--- src/rtl/tdp_pkg.sv ---
package tdp_pkg;
    // Default vector length of the unit.
    localparam int unsigned TDP_DEFAULT_N = 16;
    // Number of registered conversion stages between input and result.
    localparam int unsigned TDP_STAGES = 3;
endpackage

--- src/rtl/tdp_coef_reg.sv ---
module tdp_coef_reg #(
    parameter int unsigned N = 16
) (
    input  logic         clk,
    input  logic         rst_n,
    input  logic         we,
    input  logic [N-1:0] din,
    output logic [N-1:0] coef_q
);
    logic [N-1:0] coef_d;

    always_comb begin
        coef_d = coef_q;
        if (we) begin
            coef_d = din;
        end
    end

    always_ff @(posedge clk) begin
        if (!rst_n) begin
            coef_q <= '0;
        end else begin
            coef_q <= coef_d;
        end
    end
endmodule

--- src/rtl/tdp_therm_sort.sv ---
// Sorts the ones of a word toward bit 0 with an odd-even transposition
// network of OR/AND compare-exchange cells; the result is a thermometer code.
module tdp_therm_sort #(
    parameter int unsigned N = 16
) (
    input  logic [N-1:0] bits,
    output logic [N-1:0] therm
);
    logic [N-1:0] cur;
    logic [N-1:0] nxt;

    always_comb begin
        cur = bits;
        nxt = bits;
        for (int r = 0; r < int'(N); r++) begin
            nxt = cur;
            for (int i = r % 2; i + 1 < int'(N); i += 2) begin
                nxt[i]   = cur[i] | cur[i+1];
                nxt[i+1] = cur[i] & cur[i+1];
            end
            cur = nxt;
        end
        therm = cur;
    end
endmodule

--- src/rtl/tdp_edge_onehot.sv ---
// Marks the top set bit of a thermometer code and flags clear-below-set pairs.
module tdp_edge_onehot #(
    parameter int unsigned N = 16
) (
    input  logic [N-1:0] therm,
    output logic [N-1:0] onehot,
    output logic         bad
);
    for (genvar j = 0; j < N; j++) begin : g_mark
        if (j == N - 1) begin : g_top
            assign onehot[j] = therm[j];
        end else begin : g_inner
            assign onehot[j] = therm[j] & ~therm[j+1];
        end
    end

    if (N > 1) begin : g_chk
        assign bad = |(~therm[N-2:0] & therm[N-1:1]);
    end else begin : g_nochk
        assign bad = 1'b0;
    end
endmodule

--- src/rtl/tdp_onehot_enc.sv ---
// Each marker line selects a stored row holding (position + 1); rows are ORed.
module tdp_onehot_enc #(
    parameter int unsigned N  = 16,
    parameter int unsigned CW = $clog2(N + 1)
) (
    input  logic [N-1:0]  onehot,
    output logic [CW-1:0] count
);
    always_comb begin
        count = '0;
        for (int j = 0; j < int'(N); j++) begin
            if (onehot[j]) begin
                count = count | CW'(j + 1);
            end
        end
    end
endmodule

--- src/rtl/tdp_top.sv ---
module tdp_top
    import tdp_pkg::*;
#(
    parameter  int unsigned N  = TDP_DEFAULT_N,
    localparam int unsigned CW = $clog2(N + 1)
) (
    input  logic          clk,
    input  logic          rst_n,
    input  logic          coef_we,
    input  logic [N-1:0]  coef_in,
    input  logic          in_valid,
    input  logic [N-1:0]  in_vec,
    output logic          out_valid,
    output logic [CW-1:0] out_count,
    output logic          out_malformed
);
    typedef struct packed {
        logic          v1;
        logic [N-1:0]  th;
        logic          v2;
        logic [N-1:0]  oh;
        logic          e2;
        logic          v3;
        logic [CW-1:0] res;
        logic          e3;
    } pipe_t;

    pipe_t         p_d;
    pipe_t         p_q;
    logic [N-1:0]  coef_q;
    logic [N-1:0]  th_d;
    logic [N-1:0]  th_q;
    logic [N-1:0]  oh_d;
    logic [N-1:0]  oh_q;
    logic          bad_d;
    logic [CW-1:0] res_d;

    tdp_coef_reg #(.N(N)) coef_i (
        .clk    (clk),
        .rst_n  (rst_n),
        .we     (coef_we),
        .din    (coef_in),
        .coef_q (coef_q)
    );

    tdp_therm_sort #(.N(N)) sort_i (
        .bits  (coef_q & in_vec),
        .therm (th_d)
    );

    assign th_q = p_q.th;

    tdp_edge_onehot #(.N(N)) mark_i (
        .therm  (th_q),
        .onehot (oh_d),
        .bad    (bad_d)
    );

    assign oh_q = p_q.oh;

    tdp_onehot_enc #(.N(N), .CW(CW)) enc_i (
        .onehot (oh_q),
        .count  (res_d)
    );

    always_comb begin
        p_d     = p_q;
        p_d.v1  = in_valid;
        p_d.th  = th_d;
        p_d.v2  = p_q.v1;
        p_d.oh  = oh_d;
        p_d.e2  = bad_d;
        p_d.v3  = p_q.v2;
        p_d.res = res_d;
        p_d.e3  = p_q.e2;
    end

    always_ff @(posedge clk) begin
        if (!rst_n) begin
            p_q <= '0;
        end else begin
            p_q <= p_d;
        end
    end

    assign out_valid     = p_q.v3;
    assign out_count     = p_q.res;
    assign out_malformed = p_q.e3;
endmodule

--- config.mk ---
export PLATFORM = sky130hd
export DESIGN_NAME = tdp_top
export DESIGN_NICKNAME = d
export VERILOG_FILES = /design/src/rtl/tdp_pkg.sv /design/src/rtl/tdp_coef_reg.sv /design/src/rtl/tdp_therm_sort.sv /design/src/rtl/tdp_edge_onehot.sv /design/src/rtl/tdp_onehot_enc.sv /design/src/rtl/tdp_top.sv
export SDC_FILE = /design/constraint.sdc
export NUM_CORES = 1
export LEC_CHECK = 0
export CORE_MARGIN = 2
export CORE_UTILIZATION = 50
export CTS_BUF_LIST = sky130_fd_sc_hd__clkbuf_16
export CTS_CLUSTER_SIZE = 28
export DETAILED_ROUTE_END_ITERATION = 12
export GPL_TIMING_DRIVEN = 0
export PLACE_DENSITY = 0.76
export SLEW_MARGIN = 40
export SYNTH_ARGS = -nofsm -noshare
export SYNTH_HDL_FRONTEND = slang
export SYNTH_SLANG_ARGS = --single-unit
--- constraint.sdc ---
create_clock -name clk -period 3.05 [get_ports clk]
set_input_delay 0.61 -clock clk [delete_from_list [all_inputs] [get_ports clk]]
set_output_delay 0.61 -clock clk [all_outputs]
set_load 0.05 [all_outputs]
==> flow_summary.ini, run 1 <==
[finish]
finalInstanceArea_um2 = 5260
areaGrowthSynthToFinish_pct = 58.64
antenna_cells = 0
fillers = 345
drive_gt1_share_pct = 39.07
fin_cells = 594
nNetsFinal = 548

[setup_path]
worstPathCellList = a22oi_2 > buf_4 > o22ai_1 > a21oi_4 > a211oi_4 > nor2_4 > buf_4 > a211oi_4 > o22ai_4 > a2111oi_4 > a31oi_1 > or2_4 > a21oi_2
ff2ff_setup_slack_ns = -0.11
r2r-start = coef_i.coef_q[5]$_SDFFE_PN0P_
slowest_delay_ns = 0.45
critical_path_required_ns = 3.31
critical_path.startpoint_type = register
worst-endpoint-arrival_ns = 3.42
path_max_fanout = 6
slowest_stage = dfxtp_1
worstSetupEndpointType = register
path_class = reg -> reg
r2r_end = th_q[5]$_SDFF_PN0_
reg2regPathDepth = 13

[clock_network]
clk_latency_ns = 0.33
htreeDepth = 3
root_buffer = clkbuf_16
clock_sinks = 58
cts_tree = yes
path_clk_slew_ns = 0.06
cts_max_path_buffers = 2
numCtsBuffers = 9

[synth]
synthTopCellsByArea = dfxtp_1, nor2_1, mux2i_1
ys_ff_latch = 58
async_flop_share_pct = 0
ys_dominant_reg_cell = dfxtp_1
syn_area_per_cell_um2 = 8.458
yosys_warnings = 0
synth_top_area_share_pct = 35.02
synth_area_um2 = 3316
synth_edf_count = 0
ys_seq_area_share_pct = 35.02
synthCells = 392
yosysUniqueCellTypes = 63
yosysTopAreaCell = dfxtp_1
syn-num-nets = 428

[hold_path]
hold_start = p_d[24]$_SDFF_PN0_
hold_depth = 1
hold_class = reg -> reg
whs_endpoint = p_d[6]$_SDFF_PN0_

[placement]
port_buffers = 41
placed_cells = 510
gp_congestion = 0.8869
placed_cell_area_um2 = 3822
hpwl_um = 5668
pre_cts_slack_ns = -0.7595

[routing]
first_iter_violations = 406
drc = 0
drt_pass1_iterations = 6
antenna_left = 0
via_per_inst = 6.724
wl_um = 12620
wire_per_inst_um = 21.24
num_vias = 3994

[job]
drv_cap = 0

[floorplanning]
io_pins = 43
die_y_um = 85.44
rows = 29
start_util_pct = 51.92
dieArea_um2 = 7299
die_w_um = 85.44
core_area_um2 = 6386

[sta]
finalCriticalPeriod_ns = 3.162
fin_worst_skew_ns = 0.007582
rsz0062_at_grt = yes
hold_viol = 0
clock.fmax_mhz = 316.3
worstMarginPinSlew_ns = 0.7545
period_share_pct = 103.7
finalSetupViolCount = 9
final-max-slew-violation-count = 0
maxSlewHeadroom_pct = 49.70
tns_ns = -0.5082
fin_ws_ns = -0.1119

[run_status]
violations = negative setup slack
status = complete, but fails checks

[global_route]
grt_pass1_vias = 3558
grt_max_degree = 12
grt_pass1_wl_um = 16210
antenna_found_initial = 0
grt.overflow.total = 0
groute.usage.overall_pct = 27.30

[pwr]
p_leak_uw = 0.002028
irDropWorstVdd_uv = 435.9
power_density_nw_per_um2 = 426.0
## stage by stage
stage | total power (µW) | hold WS [ns] | utilization [%]
2_1_floorplan | 950.4 | 0.4119 | -
3_3_place_gp | 1030 | 0.4168 | 59.86
3_5_place_dp | 1036 | 0.4212 | 59.86
4_1_cts | 2163 | 0.4336 | 75.20
5_1_grt | 2303 | 0.4474 | 82.37
6_report | 2241 | 0.4291 | 82.37
## logic make-up after synthesis
kind of cell / count (synthesis) / synth area share (%)
simple gates: 151 / 22.57
compound gates: 148 / 34.34
flops: 58 / 35.02
mux: 16 / 4.830
buf+inv: 14 / 1.623
fa+ha+maj: 5 / 1.623
## worst max-delay path: cells and delay by family (launching register included)
kind            cells  cell delay [ns]
buf+inv             2             0.34
compound gates      9             1.94
simple gates        2             0.35
flops               1             0.45
## where the power goes
| part | switching (µW) | leakage (µW) | total [µW] | internal, µW |
|---|---|---|---|---|
| Sequential | 21.2 | 0.000473 | 804 | 782 |
| Combinational | 193 | 0.00141 | 350 | 157 |
| Clock | 374 | 0.000149 | 1090 | 713 |
## flip-flops by register name, summed over array words and instances (netlist names)
register / cells
out_malformed: 1
th_q: 16
out_valid: 1
oh_q: 16
coef_i.coef_q: 16
out_count: 5
p_d: 3
## synth_stat cells (3+ instances only)
master	n
a21oi_2	5
o211ai_1	8
a22oi_1	7
a22oi_4	3
and2_1	12
nand2b_1	4
o22ai_1	9
nor2_1	52
nor3b_1	8
o21ai_1	4
a221oi_1	3
a21oi_1	28
a221o_1	3
a21o_1	7
a31oi_1	4
clkbuf_1	8
o21ai_0	14
nor4_1	8
o211a_1	5
nand2_1	32
maj3_2	3
mux2i_1	16
nand4_1	8
and3_1	6
inv_1	5
o21a_1	9
dfxtp_1	58
nand3_1	5
nor3_1	6
a211oi_1	3
a31o_1	3
## cell type report
type / count / area [µm²] / share of cell area [%]
Multi-Input combinational cell: 321 / 2639 / 50.17
Tap cell: 77 / 96.34 / 1.832
Timing Repair Buffer: 108 / 982.2 / 18.67
Buffer: 9 / 41.29 / 0.7850
Inverter: 5 / 18.77 / 0.3568
Clock buffer: 9 / 225.2 / 4.282
Sequential cell: 58 / 1165 / 22.15
Clock inverter: 7 / 92.59 / 1.760
## worst max path at each step
stage                                   start                  end  depth (start not counted)
5_1_grt        coef_i.coef_q[11]$_SDFFE_PN0P_  th_q[11]$_SDFF_PN0_                         12
3_5_place_dp                        in_vec[4]   th_q[7]$_SDFF_PN0_                         12
6_report        coef_i.coef_q[5]$_SDFFE_PN0P_   th_q[5]$_SDFF_PN0_                         13
2_1_floorplan                       in_vec[4]   th_q[7]$_SDFF_PN0_                         11
3_3_place_gp                        in_vec[4]   th_q[7]$_SDFF_PN0_                         12
4_1_cts                             in_vec[5]   th_q[3]$_SDFF_PN0_                         14
## cells in the final DEF, fill, tap and decap left out, types with 4 or more instances in the layout
| cell | synthesis | layout |
|---|---|---|
| and3_1 | 6 | 5 |
| clkbuf_1 | 8 | 8 |
| a211oi_4 | 2 | 4 |
| o21ai_0 | 14 | 13 |
| nand2_2 | 0 | 6 |
| a21oi_1 | 28 | 20 |
| nor3b_1 | 8 | 8 |
| buf_4 | 0 | 50 |
| o22ai_2 | 0 | 5 |
| buf_6 | 0 | 22 |
| clkbuf_16 | 0 | 9 |
| nor2_4 | 0 | 8 |
| nor4_1 | 8 | 7 |
| nand4_1 | 8 | 8 |
| inv_1 | 5 | 5 |
| and2_1 | 12 | 11 |
| a21oi_4 | 0 | 5 |
| dfxtp_1 | 58 | 55 |
| mux2i_1 | 16 | 16 |
| nor2_2 | 1 | 5 |
| nor3_1 | 6 | 4 |
| o211ai_1 | 8 | 8 |
| nor2_1 | 52 | 40 |
| o21a_1 | 9 | 9 |
| o211a_1 | 5 | 4 |
| nand2_1 | 32 | 24 |
| clkdlybuf4s50_1 | 0 | 25 |
| clkbuf_2 | 0 | 7 |
| a21oi_2 | 5 | 9 |
| a22oi_2 | 2 | 8 |
| a21o_1 | 7 | 7 |
## metal layers
layer / global-route usage (%) / routed length (µm) / vias to the layer above
li1: - / - / 1750
met1: 32.19 / 4652 / 1946
met2: 46.95 / 6558 / 235
met3: 6.809 / 894 / 63
met4: 11.69 / 514 / 0
met5: 0 / 0 / -
## timing repair
action	in CTS	in global routing
cloned	1	0
gates resized for setup	92	99
setup endpoints to repair	14	14
buffers inserted	40	27
hold buffers	0	0
pin swaps	55	59
(Power assumes the default switching activity.)
==> run 2, diff against run 1 <==
GPL_TIMING_DRIVEN = default   (was 0)
==> run 2 against run 1 <==
  * Maximum frequency down 8.2%
  * The flow still finishes with violations (negative setup slack)
  * Core utilization up 8.9 points
  * Count of clock-buffer cells in the layout unchanged
==> flow_summary.ini, run 2 (synthesized netlist as in run 1, its figures left out) <==
[clock_network]
htreeDepth = 3
clk_latency_ns = 0.34
root_buffer = clkbuf_16
holdBufCountCts = 0
cts_tree = yes
cts_max_path_buffers = 2
clock_sinks = 58
numCtsBuffers = 9
path_clk_slew_ns = 0.06

[pwr]
power_density_nw_per_um2 = 373.5
irDropWorstVdd_uv = 620.9
total_power_uw = 2177
p_leak_uw = 0.002357

[setup_path]
worstSetupEndpointType = register
path_max_fanout = 7
cp_num_buf_inv = 4
worst-path-stages = 14
crit_top_cell = buf_4
critical_path_required_ns = 3.33
critPathTopFamily = compound AO/OA/AOI/OAI gates
ff2ff_setup_slack_ns = -0.39
slowest_delay_ns = 0.50
path_class = reg -> reg
worstPathCellList = nand4_1 > buf_4 > buf_4 > o22ai_2 > a21oi_4 > buf_4 > a21oi_1 > o32ai_4 > buf_4 > a221oi_2 > o21ai_2 > a21o_4 > a21oi_2 > o211a_1
slowest_stage = a21oi_1
worst-endpoint-arrival_ns = 3.73
critical_path.startpoint_type = register
reg2regPathDepth = 14

[sta]
clock.fmax_mhz = 290.3
worstMarginPinSlew_ns = 0.6992
maxSlewHeadroom_pct = 52.89
final-max-slew-violation-count = 0
hold_viol = 0
rsz0062_at_grt = yes
fin_worst_skew_ns = 0.01181
finalCriticalPeriod_ns = 3.444
period_share_pct = 112.9
fin_ws_ns = -0.3944
finalSetupViolCount = 15

[hold_path]
hold_class = reg -> reg
hold_depth = 1

[finish]
drive_gt1_share_pct = 49.14
areaGrowthSynthToFinish_pct = 75.74
fin_util_pct = 91.24
antenna_cells = 0
final_common_cell = buf_4
layout_common_cells = buf_4, dfxtp_1, nor2_1
nNetsFinal = 613
finalInstanceArea_um2 = 5827
fin_cells = 659

[run_status]
violations = negative setup slack
status = complete, but fails checks

[global_route]
grt_max_degree = 22
antenna_found_initial = 0
grt_pass1_vias = 4205
grt_busiest_layer = met2
grt.overflow.total = 0
groute.usage.overall_pct = 33.12
grt_pass1_wl_um = 19370
use_met2_pct = 59.38
use_met3_pct = 6.518
use_met1_pct = 35.82

[placement]
hpwl_um = 6423
placed_cells = 590
placed_cell_area_um2 = 4458
pre_cts_slack_ns = -0.5918
gp_congestion = 0.9241
port_buffers = 42

[routing]
num_vias = 4816
drc = 0
wl_um = 17450
first_iter_violations = 621
antenna_left = 0
wire_per_inst_um = 26.48
via_per_inst = 7.308
drt_pass1_iterations = 5

[floorplanning]
core_area_um2 = 6386
die_w_um = 85.44
io_pins = 43
start_util_pct = 51.92
die_y_um = 85.44
rows = 29
dieArea_um2 = 7299

[job]
drv_cap = 0
[run 2: repair_timing]
item                                    4_1_cts  5_1_grt
resized for setup                            88      117
gates cloned                                  0        0
setup buffers                                24       32
pin swaps                                    51       71
endpoints found under the setup margin       15       15
[run 2: worst paths after layout]
check | end | startpoint
min | out_malformed$_SDFF_PN0_ | p_d[0]$_SDFF_PN0_
max reg2reg | th_q[12]$_SDFF_PN0_ | coef_i.coef_q[7]$_SDFFE_PN0P_
min reg2reg | out_malformed$_SDFF_PN0_ | p_d[0]$_SDFF_PN0_
max | th_q[12]$_SDFF_PN0_ | coef_i.coef_q[7]$_SDFFE_PN0P_
[run 2: layout make-up]
type	instances	area, µm²
multi-input cells	320	2753
repair buffers	183	1519
flip-flops and latches	58	1170
fillers	250	559.3
clock buffers	9	225.2
well taps	77	96.34
clock inverters	7	45.04
inverters	5	18.77
[run 2: through the flow]
| stage | setup TNS, ns | hold WS (ns) |
|---|---|---|
| after floorplan | 0 | 0.4119 |
| after global placement | -6.605 | 0.4180 |
| after detailed placement | -7.985 | 0.4236 |
| after CTS | 0 | 0.4426 |
| after global routing | -4.434 | 0.4516 |
| final | -3.915 | 0.4404 |
[run 2: report_power, final]
| group | internal [µW] | total [µW] | switching [µW] |
|---|---|---|---|
| combinational | 198 | 426 | 228 |
| sequential | 782 | 805 | 22.5 |
| clock | 546 | 946 | 401 |
| total | 1530 | 2180 | 651 |
[run 2: worst reg2reg max path: cells and delay by family, from the launching register on]
kind,cells,cell delay (ns)
compound gates,9,2.12
simple gates,1,0.14
buf+inv,4,0.72
flops,1,0.40
[run 2: per-layer routing]
layer / wire length [µm] / share of wire [%]
met1: 5633 / 32
met2: 7918 / 45
met3: 2000 / 11
met4: 1899 / 11
met5: 0 / 0
==> run 3, diff against run 2 <==
CTS_CLUSTER_DIAMETER = 30   (was default)
==> results of run 3 <==
The final DEF is identical to that of run 2; final timing and power are the same.
